===== config.mk =====
export PLATFORM = sky130hd
export DESIGN_NAME = i2c_regslave
export DESIGN_NICKNAME = d
export VERILOG_FILES = /design/src/rtl/i2c_rs_pkg.sv /design/src/rtl/i2c_rs_sync.sv /design/src/rtl/i2c_rs_cond.sv /design/src/rtl/i2c_rs_engine.sv /design/src/rtl/i2c_regslave.sv
export SDC_FILE = /design/constraint.sdc
export NUM_CORES = 1
export LEC_CHECK = 0
export BUFFER_PORTS_ARGS = -buffer_cell sky130_fd_sc_hd__buf_2
export CORE_MARGIN = 1
export CORE_UTILIZATION = 46
export DETAILED_ROUTE_END_ITERATION = 6
export PLACE_DENSITY = 0.69
export SETUP_SLACK_MARGIN = 0.15
export SYNTH_ARGS = -nofsm -noshare
export SYNTH_HDL_FRONTEND = slang
export SYNTH_SLANG_ARGS = --single-unit

===== constraint.sdc =====
create_clock -name clk -period 6.55 [get_ports clk]
set_clock_uncertainty 0.15 [all_clocks]
set_input_delay 0.3275 -clock clk [delete_from_list [all_inputs] [get_ports clk]]
set_output_delay 0.3275 -clock clk [all_outputs]
set_load 0.005 [all_outputs]

===== src/rtl/i2c_rs_pkg.sv =====
package i2c_rs_pkg;
    localparam int BYTE_W  = 8;
    localparam int IDX_W   = 7;
    localparam int CNT_W   = $clog2(BYTE_W + 1);
    localparam logic [5:0] DEV_ID_HI = 6'b101110;

    typedef enum logic [2:0] {
        ST_IDLE, ST_ADDR, ST_ACK, ST_SUB, ST_WDATA, ST_TX, ST_MACK, ST_IGNORE
    } phase_e;

    typedef enum logic [1:0] { NX_SUB, NX_WDATA, NX_TX } after_ack_e;

    typedef struct packed {
        logic level;
        logic rise;
        logic fall;
    } line_t;

    function automatic logic dev_match(input logic [BYTE_W-1:0] b, input logic strap);
        return b[BYTE_W-1:1] == {DEV_ID_HI, strap};
    endfunction
endpackage


===== src/rtl/i2c_rs_sync.sv =====
module i2c_rs_sync
    import i2c_rs_pkg::*;
#(
    parameter int STAGES = 2
) (
    input  logic  clk,
    input  logic  rst,
    input  logic  pin,
    output line_t ln
);
    logic [STAGES-1:0] chain;
    logic              prev;

    always_ff @(posedge clk) begin
        if (rst) begin
            chain <= '1;
            prev  <= 1'b1;
        end else begin
            chain <= {chain[STAGES-2:0], pin};
            prev  <= chain[STAGES-1];
        end
    end

    assign ln.level = chain[STAGES-1];
    assign ln.rise  = chain[STAGES-1] & ~prev;
    assign ln.fall  = ~chain[STAGES-1] & prev;
endmodule


===== src/rtl/i2c_rs_cond.sv =====
module i2c_rs_cond
    import i2c_rs_pkg::*;
(
    input  line_t scl,
    input  line_t sda,
    output logic  start_det,
    output logic  stop_det
);
    logic scl_held;
    assign scl_held  = scl.level & ~scl.rise;
    assign start_det = scl_held & sda.fall;
    assign stop_det  = scl_held & sda.rise;
endmodule


===== src/rtl/i2c_rs_engine.sv =====
module i2c_rs_engine
    import i2c_rs_pkg::*;
(
    input  logic              clk,
    input  logic              rst,
    input  line_t             scl,
    input  line_t             sda,
    input  logic              start_det,
    input  logic              stop_det,
    input  logic              strap,
    output logic              sda_oe,
    output logic [IDX_W-1:0]  reg_addr,
    output logic              reg_wr_en,
    output logic [BYTE_W-1:0] reg_wdata,
    output logic              reg_rd_en,
    input  logic [BYTE_W-1:0] reg_rdata
);
    localparam logic [CNT_W-1:0] FULL = CNT_W'(BYTE_W);

    phase_e            st;
    after_ack_e        nx;
    logic [BYTE_W-1:0] sh;
    logic [CNT_W-1:0]  cnt;
    logic [IDX_W-1:0]  ptr;
    logic              inc_en;
    logic              oe;
    logic              nack;
    logic              quiet, rx_bit, rx_done, fetch;

    assign quiet   = ~start_det & ~stop_det;
    assign rx_bit  = scl.rise & (cnt != FULL);
    assign rx_done = quiet & scl.fall & (cnt == FULL);
    assign fetch   = quiet & scl.fall &
                     ((st == ST_ACK && nx == NX_TX) || (st == ST_MACK && !nack));

    assign reg_rd_en = fetch;
    assign reg_wr_en = rx_done & (st == ST_WDATA);
    assign reg_wdata = sh;
    assign reg_addr  = ptr;
    assign sda_oe    = oe;

    always_ff @(posedge clk) begin
        if (rst) begin
            st     <= ST_IDLE;
            nx     <= NX_SUB;
            sh     <= '0;
            cnt    <= '0;
            ptr    <= '0;
            inc_en <= 1'b0;
            oe     <= 1'b0;
            nack   <= 1'b0;
        end else if (start_det) begin
            st  <= ST_ADDR;
            cnt <= '0;
            oe  <= 1'b0;
        end else if (stop_det) begin
            st <= ST_IDLE;
            oe <= 1'b0;
        end else if (fetch) begin
            sh  <= reg_rdata;
            oe  <= ~reg_rdata[BYTE_W-1];
            cnt <= CNT_W'(1);
            st  <= ST_TX;
            if (inc_en) ptr <= ptr + IDX_W'(1);
        end else begin
            case (st)
                ST_ADDR, ST_SUB, ST_WDATA: begin
                    if (rx_bit) begin
                        sh  <= {sh[BYTE_W-2:0], sda.level};
                        cnt <= cnt + CNT_W'(1);
                    end else if (rx_done) begin
                        cnt <= '0;
                        if (st == ST_ADDR) begin
                            if (dev_match(sh, strap)) begin
                                oe <= 1'b1;
                                st <= ST_ACK;
                                nx <= sh[0] ? NX_TX : NX_SUB;
                            end else begin
                                st <= ST_IGNORE;
                            end
                        end else begin
                            if (st == ST_SUB) begin
                                ptr    <= sh[IDX_W-1:0];
                                inc_en <= sh[BYTE_W-1];
                            end else if (inc_en) begin
                                ptr <= ptr + IDX_W'(1);
                            end
                            oe <= 1'b1;
                            st <= ST_ACK;
                            nx <= NX_WDATA;
                        end
                    end
                end
                ST_ACK: begin
                    if (scl.fall) begin
                        oe  <= 1'b0;
                        cnt <= '0;
                        st  <= (nx == NX_SUB) ? ST_SUB : ST_WDATA;
                    end
                end
                ST_TX: begin
                    if (scl.fall) begin
                        if (cnt == FULL) begin
                            oe <= 1'b0;
                            st <= ST_MACK;
                        end else begin
                            oe  <= ~sh[BYTE_W-2];
                            sh  <= {sh[BYTE_W-2:0], 1'b0};
                            cnt <= cnt + CNT_W'(1);
                        end
                    end
                end
                ST_MACK: begin
                    if (scl.rise) nack <= sda.level;
                    else if (scl.fall && nack) st <= ST_IGNORE;
                end
                default: ;
            endcase
        end
    end

    a_r2_stop_release: assert property (@(posedge clk) disable iff (rst)
        stop_det |=> !sda_oe);
    a_r3_ignore_silent: assert property (@(posedge clk) disable iff (rst)
        (st == ST_IGNORE) |-> (!sda_oe && !reg_wr_en && !reg_rd_en));
    a_r4_ack_hold: assert property (@(posedge clk) disable iff (rst)
        (st == ST_ACK && scl.level && !scl.rise) |-> sda_oe);
    a_r6_one_write: assert property (@(posedge clk) disable iff (rst)
        reg_wr_en |=> !reg_wr_en);
    a_r7_ptr_step: assert property (@(posedge clk) disable iff (rst)
        (reg_wr_en && inc_en) |=> (ptr == $past(ptr) + IDX_W'(1)));
    a_r8_ptr_hold: assert property (@(posedge clk) disable iff (rst)
        (reg_wr_en && !inc_en) |=> (ptr == $past(ptr)));
    a_r11_oe_low_phase: assert property (@(posedge clk) disable iff (rst)
        (!$stable(sda_oe) && !$past(start_det || stop_det)) |-> !$past(scl.level));
endmodule


===== src/rtl/i2c_regslave.sv =====
module i2c_regslave
    import i2c_rs_pkg::*;
#(
    parameter int SYNC_STAGES = 2
) (
    input  logic              clk,
    input  logic              rst,
    input  logic              scl_in,
    input  logic              sda_in,
    input  logic              strap_lsb,
    output logic              sda_oe,
    output logic [IDX_W-1:0]  reg_addr,
    output logic              reg_wr_en,
    output logic [BYTE_W-1:0] reg_wdata,
    output logic              reg_rd_en,
    input  logic [BYTE_W-1:0] reg_rdata
);
    localparam int NLINES = 2;

    logic [NLINES-1:0] raw;
    line_t             ln [NLINES];
    logic              start_det, stop_det;

    assign raw = {sda_in, scl_in};

    for (genvar g = 0; g < NLINES; g++) begin : g_line
        i2c_rs_sync #(.STAGES(SYNC_STAGES)) u_sync (
            .clk (clk),
            .rst (rst),
            .pin (raw[g]),
            .ln  (ln[g])
        );
    end

    i2c_rs_cond u_cond (
        .scl       (ln[0]),
        .sda       (ln[1]),
        .start_det (start_det),
        .stop_det  (stop_det)
    );

    i2c_rs_engine u_engine (
        .clk       (clk),
        .rst       (rst),
        .scl       (ln[0]),
        .sda       (ln[1]),
        .start_det (start_det),
        .stop_det  (stop_det),
        .strap     (strap_lsb),
        .sda_oe    (sda_oe),
        .reg_addr  (reg_addr),
        .reg_wr_en (reg_wr_en),
        .reg_wdata (reg_wdata),
        .reg_rd_en (reg_rd_en),
        .reg_rdata (reg_rdata)
    );
endmodule


After elaboration in Yosys (flattened, before gate mapping)
Cells that the tools add are included.
{"block": "totals", "out_inout_bits": 18, "register_bits": 33, "elab_cells": 151, "input_bits": 13}
{"block": "classes", "eq_ne": 38, "n_reduce_logical": 27, "bitwise": 25, "add_sub_neg": 2, "muxes": 45}
{"operator": "7-bit 2-to-1 mux", "n": 7}
{"operator": "3-bit 2-to-1 mux", "n": 11}
{"operator": "8-bit 2-to-1 mux", "n": 4}
{"operator": "8-bit AND reduction", "n": 4}
{"operator": "4-bit 2-to-1 mux", "n": 6}
{"operator": "6-bit AND reduction", "n": 4}
{"operator": "5-bit by 2-bit != test with 1-bit output, second input constant", "n": 4}
{"operator": "8-bit case mux with 2 select lines", "n": 1}
{"operator": "3-bit by 2-bit != test with 1-bit output, second input constant", "n": 5}
{"operator": "5-bit by 3-bit != test with 1-bit output, second input constant", "n": 3}
{"operator": "1-bit AND", "n": 13}
{"operator": "2-bit != test, second input constant", "n": 6}
{"operator": "3-bit != test, second input constant", "n": 4}
{"operator": "1-bit inverter", "n": 12}
{"operator": "3-bit case mux with 4 select lines", "n": 1}
{"operator": "4-bit case mux with 3 select lines", "n": 1}
{"operator": "1-bit 2-to-1 mux", "n": 10}
{"operator": "3-bit == test, second input constant", "n": 3}
{"operator": "2-bit by 1-bit != test with 1-bit output, second input constant", "n": 4}
{"operator": "4-bit != test, second input constant", "n": 2}
{"operator": "4-bit nonzero test", "n": 2}
{"operator": "7-bit by 1-bit adder with 7-bit output, second input constant", "n": 1}
{"operator": "7-bit == test", "n": 1}
{"operator": "7-bit AND reduction", "n": 1}
{"operator": "other kinds (20)", "n": 27}

Depth between registers and ports, before layout
{"block": "logic_depth", "ltp_word": 15, "depth_mapped": 9}

Modules after synthesis
A second synthesis with hierarchy kept.
{"block": "hier_totals", "cells_unflattened": 255, "hier_area_um2": 2018.2}
{"module": "i2c_rs_engine", "instances": 1, "cells_per_inst": 235, "area_each_um2": 1800.5}
{"module": "i2c_rs_sync", "instances": 2, "cells_per_inst": 9, "area_each_um2": 100.1}
{"module": "i2c_rs_cond", "instances": 1, "cells_per_inst": 2, "area_each_um2": 17.5}

Worst setup path after synthesis
No wires, ideal clock.
{"block": "synth_path", "path_type": "reg2reg", "startpoint": "register u_engine.nx[0]", "endpoint": "register u_engine.sh[2], in the netlist u_engine.reg_wdata[2]", "arrival_time_ps": 1886, "synth_period_minus_slack_ps": 2125, "path_buffers": 1, "setup_ps": 88, "setup_slack_ps": 4425, "stages_incl_launch_ff": 7, "cell_sequence": "dfxtp_1 > or3b_4 > a211o_4 > a221oi_4 > buf_6 > a21oi_1 > a311oi_2"}
{"block": "synth_between", "elab_chain_len": 6}
{"item": "start: declaration", "line": "i2c_rs_engine.sv:21", "rtl": "after_ack_e nx;"}
{"item": "start signal: assignment", "line": "i2c_rs_engine.sv:77", "rtl": "nx <= sh[0] ? NX_TX : NX_SUB;"}
{"item": "2-bit == test *", "line": "i2c_rs_engine.sv:34", "rtl": "((st == ST_ACK && nx == NX_TX) || (st == ST_MACK && !nack));"}
{"item": "1-bit logical AND *", "line": "i2c_rs_engine.sv:34"}
{"item": "1-bit logical OR *", "line": "i2c_rs_engine.sv:34"}
{"item": "1-bit AND *", "line": "i2c_rs_engine.sv:33", "rtl": "assign fetch = quiet & scl.fall &"}
{"item": "3-bit by 2-bit != test with 1-bit output (no line) (tied with other cells)"}
{"item": "6-bit AND reduction (no line)"}
{"item": "end signal: assignment", "line": "i2c_rs_engine.sv:60", "rtl": "sh <= reg_rdata;"}
{"item": "end signal: assignment", "line": "i2c_rs_engine.sv:69", "rtl": "sh <= {sh[BYTE_W-2:0], sda.level};"}
{"item": "end signal: assignment", "line": "i2c_rs_engine.sv:108", "rtl": "sh <= {sh[BYTE_W-2:0], 1'b0};"}
{"item": "end: declaration", "line": "i2c_rs_engine.sv:22", "rtl": "logic [BYTE_W-1:0] sh;"}
Every way passes the cells marked *; elsewhere a longest branch is shown, timed or not.
A chain may end at the register's enable or synchronous reset.

Worst setup path after layout
{"block": "layout_path", "startpoint": "register u_engine.st[2]", "endpoint": "register u_engine.ptr[1], in the netlist u_engine.reg_addr[1]"}
{"block": "layout_between", "elab_chain_len": 7}
{"item": "start: declaration", "line": "i2c_rs_engine.sv:20", "rtl": "phase_e st;"}
{"item": "start signal: assignment", "line": "i2c_rs_engine.sv:98", "rtl": "st <= (nx == NX_SUB) ? ST_SUB : ST_WDATA;"}
{"item": "3-bit by 2-bit == test with 1-bit output", "line": "i2c_rs_engine.sv:66, i2c_rs_engine.sv:82"}
{"item": "7-bit 2-to-1 mux", "line": "i2c_rs_engine.sv:82", "rtl": "if (st == ST_SUB) begin"}
{"item": "7-bit 2-to-1 mux", "line": "i2c_rs_engine.sv:73", "rtl": "if (st == ST_ADDR) begin"}
{"item": "7-bit 2-to-1 mux", "line": "i2c_rs_engine.sv:71", "rtl": "end else if (rx_done) begin"}
{"item": "7-bit 2-to-1 mux", "line": "i2c_rs_engine.sv:68", "rtl": "if (rx_bit) begin"}
{"item": "7-bit 2-to-1 mux", "line": "i2c_rs_engine.sv:66", "rtl": "case (st)"}
{"item": "7-bit 2-to-1 mux", "line": "i2c_rs_engine.sv:59", "rtl": "end else if (fetch) begin"}
{"item": "end signal: assignment", "line": "i2c_rs_engine.sv:64", "rtl": "if (inc_en) ptr <= ptr + IDX_W'(1);"}
{"item": "end signal: assignment", "line": "i2c_rs_engine.sv:83", "rtl": "ptr <= sh[IDX_W-1:0];"}
{"item": "end signal: assignment", "line": "i2c_rs_engine.sv:86", "rtl": "ptr <= ptr + IDX_W'(1);"}
{"item": "end: declaration", "line": "i2c_rs_engine.sv:24", "rtl": "logic [IDX_W-1:0] ptr;"}
Several ways; a longest one is shown, not always the timed one. The select of a mux whose other input is x is not followed.

==> impl_metrics.py <==
metrics = {
    "status": {
        "status": "completed",
    },
    "critical_path": {
        "crit_fanout": 25,
        "end_kind": "flop",
        "critPathKind": "flop to flop",
        "cp_data_arrival_time_ps": 2810,
        "required_ps": 6580,
        "r2r_cells": 5,
        "startpoint_type": "flop",
    },
    "layout": {
        "fin_area_um2": 2302,
        "syn_to_final_growth_pct": 11.18,
        "mostFrequentLayoutCells": "a21oi_1, dfxtp_1, buf_2",
        "nNetsFinal": 291,
        "diodes": 0,
        "drive_gt1_share_pct": 18.48,
        "multi_input_area_um2": 1309,
        "regArea_um2": 660.6,
        "num-fill-cells": 386,
    },
    "synth": {
        "synth_edf_count": 0,
        "synth_area_um2": 2071,
        "synthCells": 255,
        "synth_seq_cells": 33,
        "yosys_warnings": 0,
        "syn-num-nets": 271,
        "ys.flop_type": "dfxtp_1",
        "async_reset_ff_share_pct": 0,
        "ys_seq_area_share_pct": 31.90,
        "syn_area_per_cell_um2": 8.121,
        "synth_cell_types": 56,
    },
    "placed_design": {
        "post_dp_cell_area_um2": 2211,
        "place_ws_ps": 3829,
        "dpl.hpwl_mm": 3.570,
        "gp_congestion": 0.8768,
        "port_buffers": 30,
    },
    "drt": {
        "wire_per_inst_um": 15.83,
        "firstDrtPassIters": 4,
        "ant_nets": 0,
        "drt-vias-per-instance": 6.204,
        "drc": 0,
        "totalWireLength_mm": 5.192,
        "drt_iter0_drc": 335,
        "vias": 2035,
    },
    "global_routing": {
        "grtUsageTotal_pct": 22.26,
        "grt_max_degree": 29,
        "antenna_found_initial": 0,
        "grt_overflow": 0,
        "grt_pass1_wl_mm": 8.666,
        "grt_pass1_vias": 1855,
    },
    "clock_network": {
        "cts_tree": "done",
        "clkTransAtPathRegs_ps": 80,
        "root_buffer": "clkbuf_8",
        "htree_levels": 2,
        "clk_latency_ps": 290,
        "cts_made_buffers": 5,
        "holdBufCountCts": 0,
        "cts.repair.resized": 0,
        "clock_sinks": 33,
        "clk_path_buf_depth": 2,
        "post_cts_buffers": 0,
    },
    "sta": {
        "setup_viol": 0,
        "finalHoldViolCount": 0,
        "slew-limit-headroom_pct": 45.36,
        "max_freq_mhz": 359.4,
        "min_period_ps": 2783,
        "worst_slew_pin_slew_ps": 814.1,
        "maxSlewViolCount": 0,
        "rsz0062_at_grt": "false",
        "fin_setup_tns_ps": 0,
        "fin_ws_ps": 3767,
        "period_share_pct": 42.49,
    },
    "floorplanning": {
        "die-area_um2": 4774,
        "pin_count": 31,
        "floorplan.initialDensity_pct": 47.56,
        "die_w_um": 69.10,
        "die_y_um": 69.10,
        "core_area_um2": 4354,
        "rows": 24,
    },
    "power_and_ir_drop": {
        "ir_drop_uv": 105.1,
        "cellLeakagePower_nw": 0.7846,
        "powerDensity_nw_per_um2": 180.6,
    },
    "min_path": {
        "hold_class": "primary input to flop",
        "holdPathStages": 2,
    },
    "job": {
        "maxCapViolations": 0,
    },
}
[cells by family after synthesis]
group           count (synthesis)  share of synthesized area (%)
simple gates                   99                          25.26
compound gates                 81                          28.94
flops                          33                          31.90
buf+inv                        24                          4.894
mux                            13                          6.345
fa+ha+maj                       3                          1.813
xor+xnor                        2                         0.8461
[per-stage QoR]
stage                     util (%)  std cells  hold WS, ps  total power (W)
final                        52.87        328        65.26        0.0004158
after global routing         52.87        328        55.95        0.0004330
after CTS                    52.87        328        58.49        0.0004196
after detailed placement     50.78        320        242.8        0.0002620
after global placement       50.78        320        240.3        0.0002619
after floorplan                  -        255        239.5        0.0002481
[synth_stat cells, drive strengths merged (3+ instances only)]
cell type,count,area share [%]
a21oi,33,8.0
dfxtp,33,32
nand2,25,4.5
nor2,17,3.1
clkbuf,16,3.1
nor3,14,3.4
mux2i,12,5.8
a311oi,8,4.0
or2,8,2.4
nand2b,7,2.1
inv,6,1.1
o21ai,6,1.5
o32ai,6,2.5
nand3,5,1.2
nor2b,4,1.2
a31oi,3,0.91
a41oi,3,1.3
and3b,3,1.3
ha,3,1.8
nand4,3,0.91
nor3b,3,1.1
o221a,3,1.6
[flip-flops by register name, summed over array words and instances (netlist names), 2 cells and up]
register,count
u_engine.cnt,4
u_engine.reg_wdata,8
u_engine.reg_addr,7
g_line.u_sync.chain,4
u_engine.st,3
g_line.u_sync.prev,2
u_engine.nx,2
[layer usage]
metal  GRT usage [%]  vias up  part of all wire (%)
li1                -     1004                     -
met1           30.83      935                    47
met2           33.66       82                    45
met3           4.094       14                   6.1
met4           9.751        0                   2.2
met5               0        -                     0
[where the power goes]
group	total (W)	switching, W	internal [W]
clock	0.000158	0.0000831	0.0000745
combinational	0.0000421	0.0000242	0.0000179
sequential	0.000216	0.00000991	0.000206
total	0.000416	0.000117	0.000299
[worst max-delay path, cell delays in order (launching register included)]
cell     delay (ps)
dfxtp_1         800
and3b_1         420
o21a_1          240
o21ai_1         640
nor2_1          150
o221a_1         250
[final timing paths]
check | from | endpoint | slack, ps
setup reg to reg | u_engine.st[2] | u_engine.reg_addr[1] | 3770
setup / recovery | u_engine.st[2] | u_engine.reg_addr[1] | 3770
hold reg to reg | g_line[0].u_sync.chain[0] | g_line[0].u_sync.chain[1] | 260
hold / removal | scl_in | g_line[0].u_sync.chain[0] | 70
[area by class of cell]
class | count | area share [%]
clock buffers | 5 | 2.989
clock inverters | 3 | 0.9783
inverters | 7 | 1.141
multi-input cells | 198 | 56.85
flip-flops and latches | 33 | 28.70
well taps | 52 | 2.826
repair buffers | 30 | 6.522
Note: power is estimated with default switching activity, not from simulation.
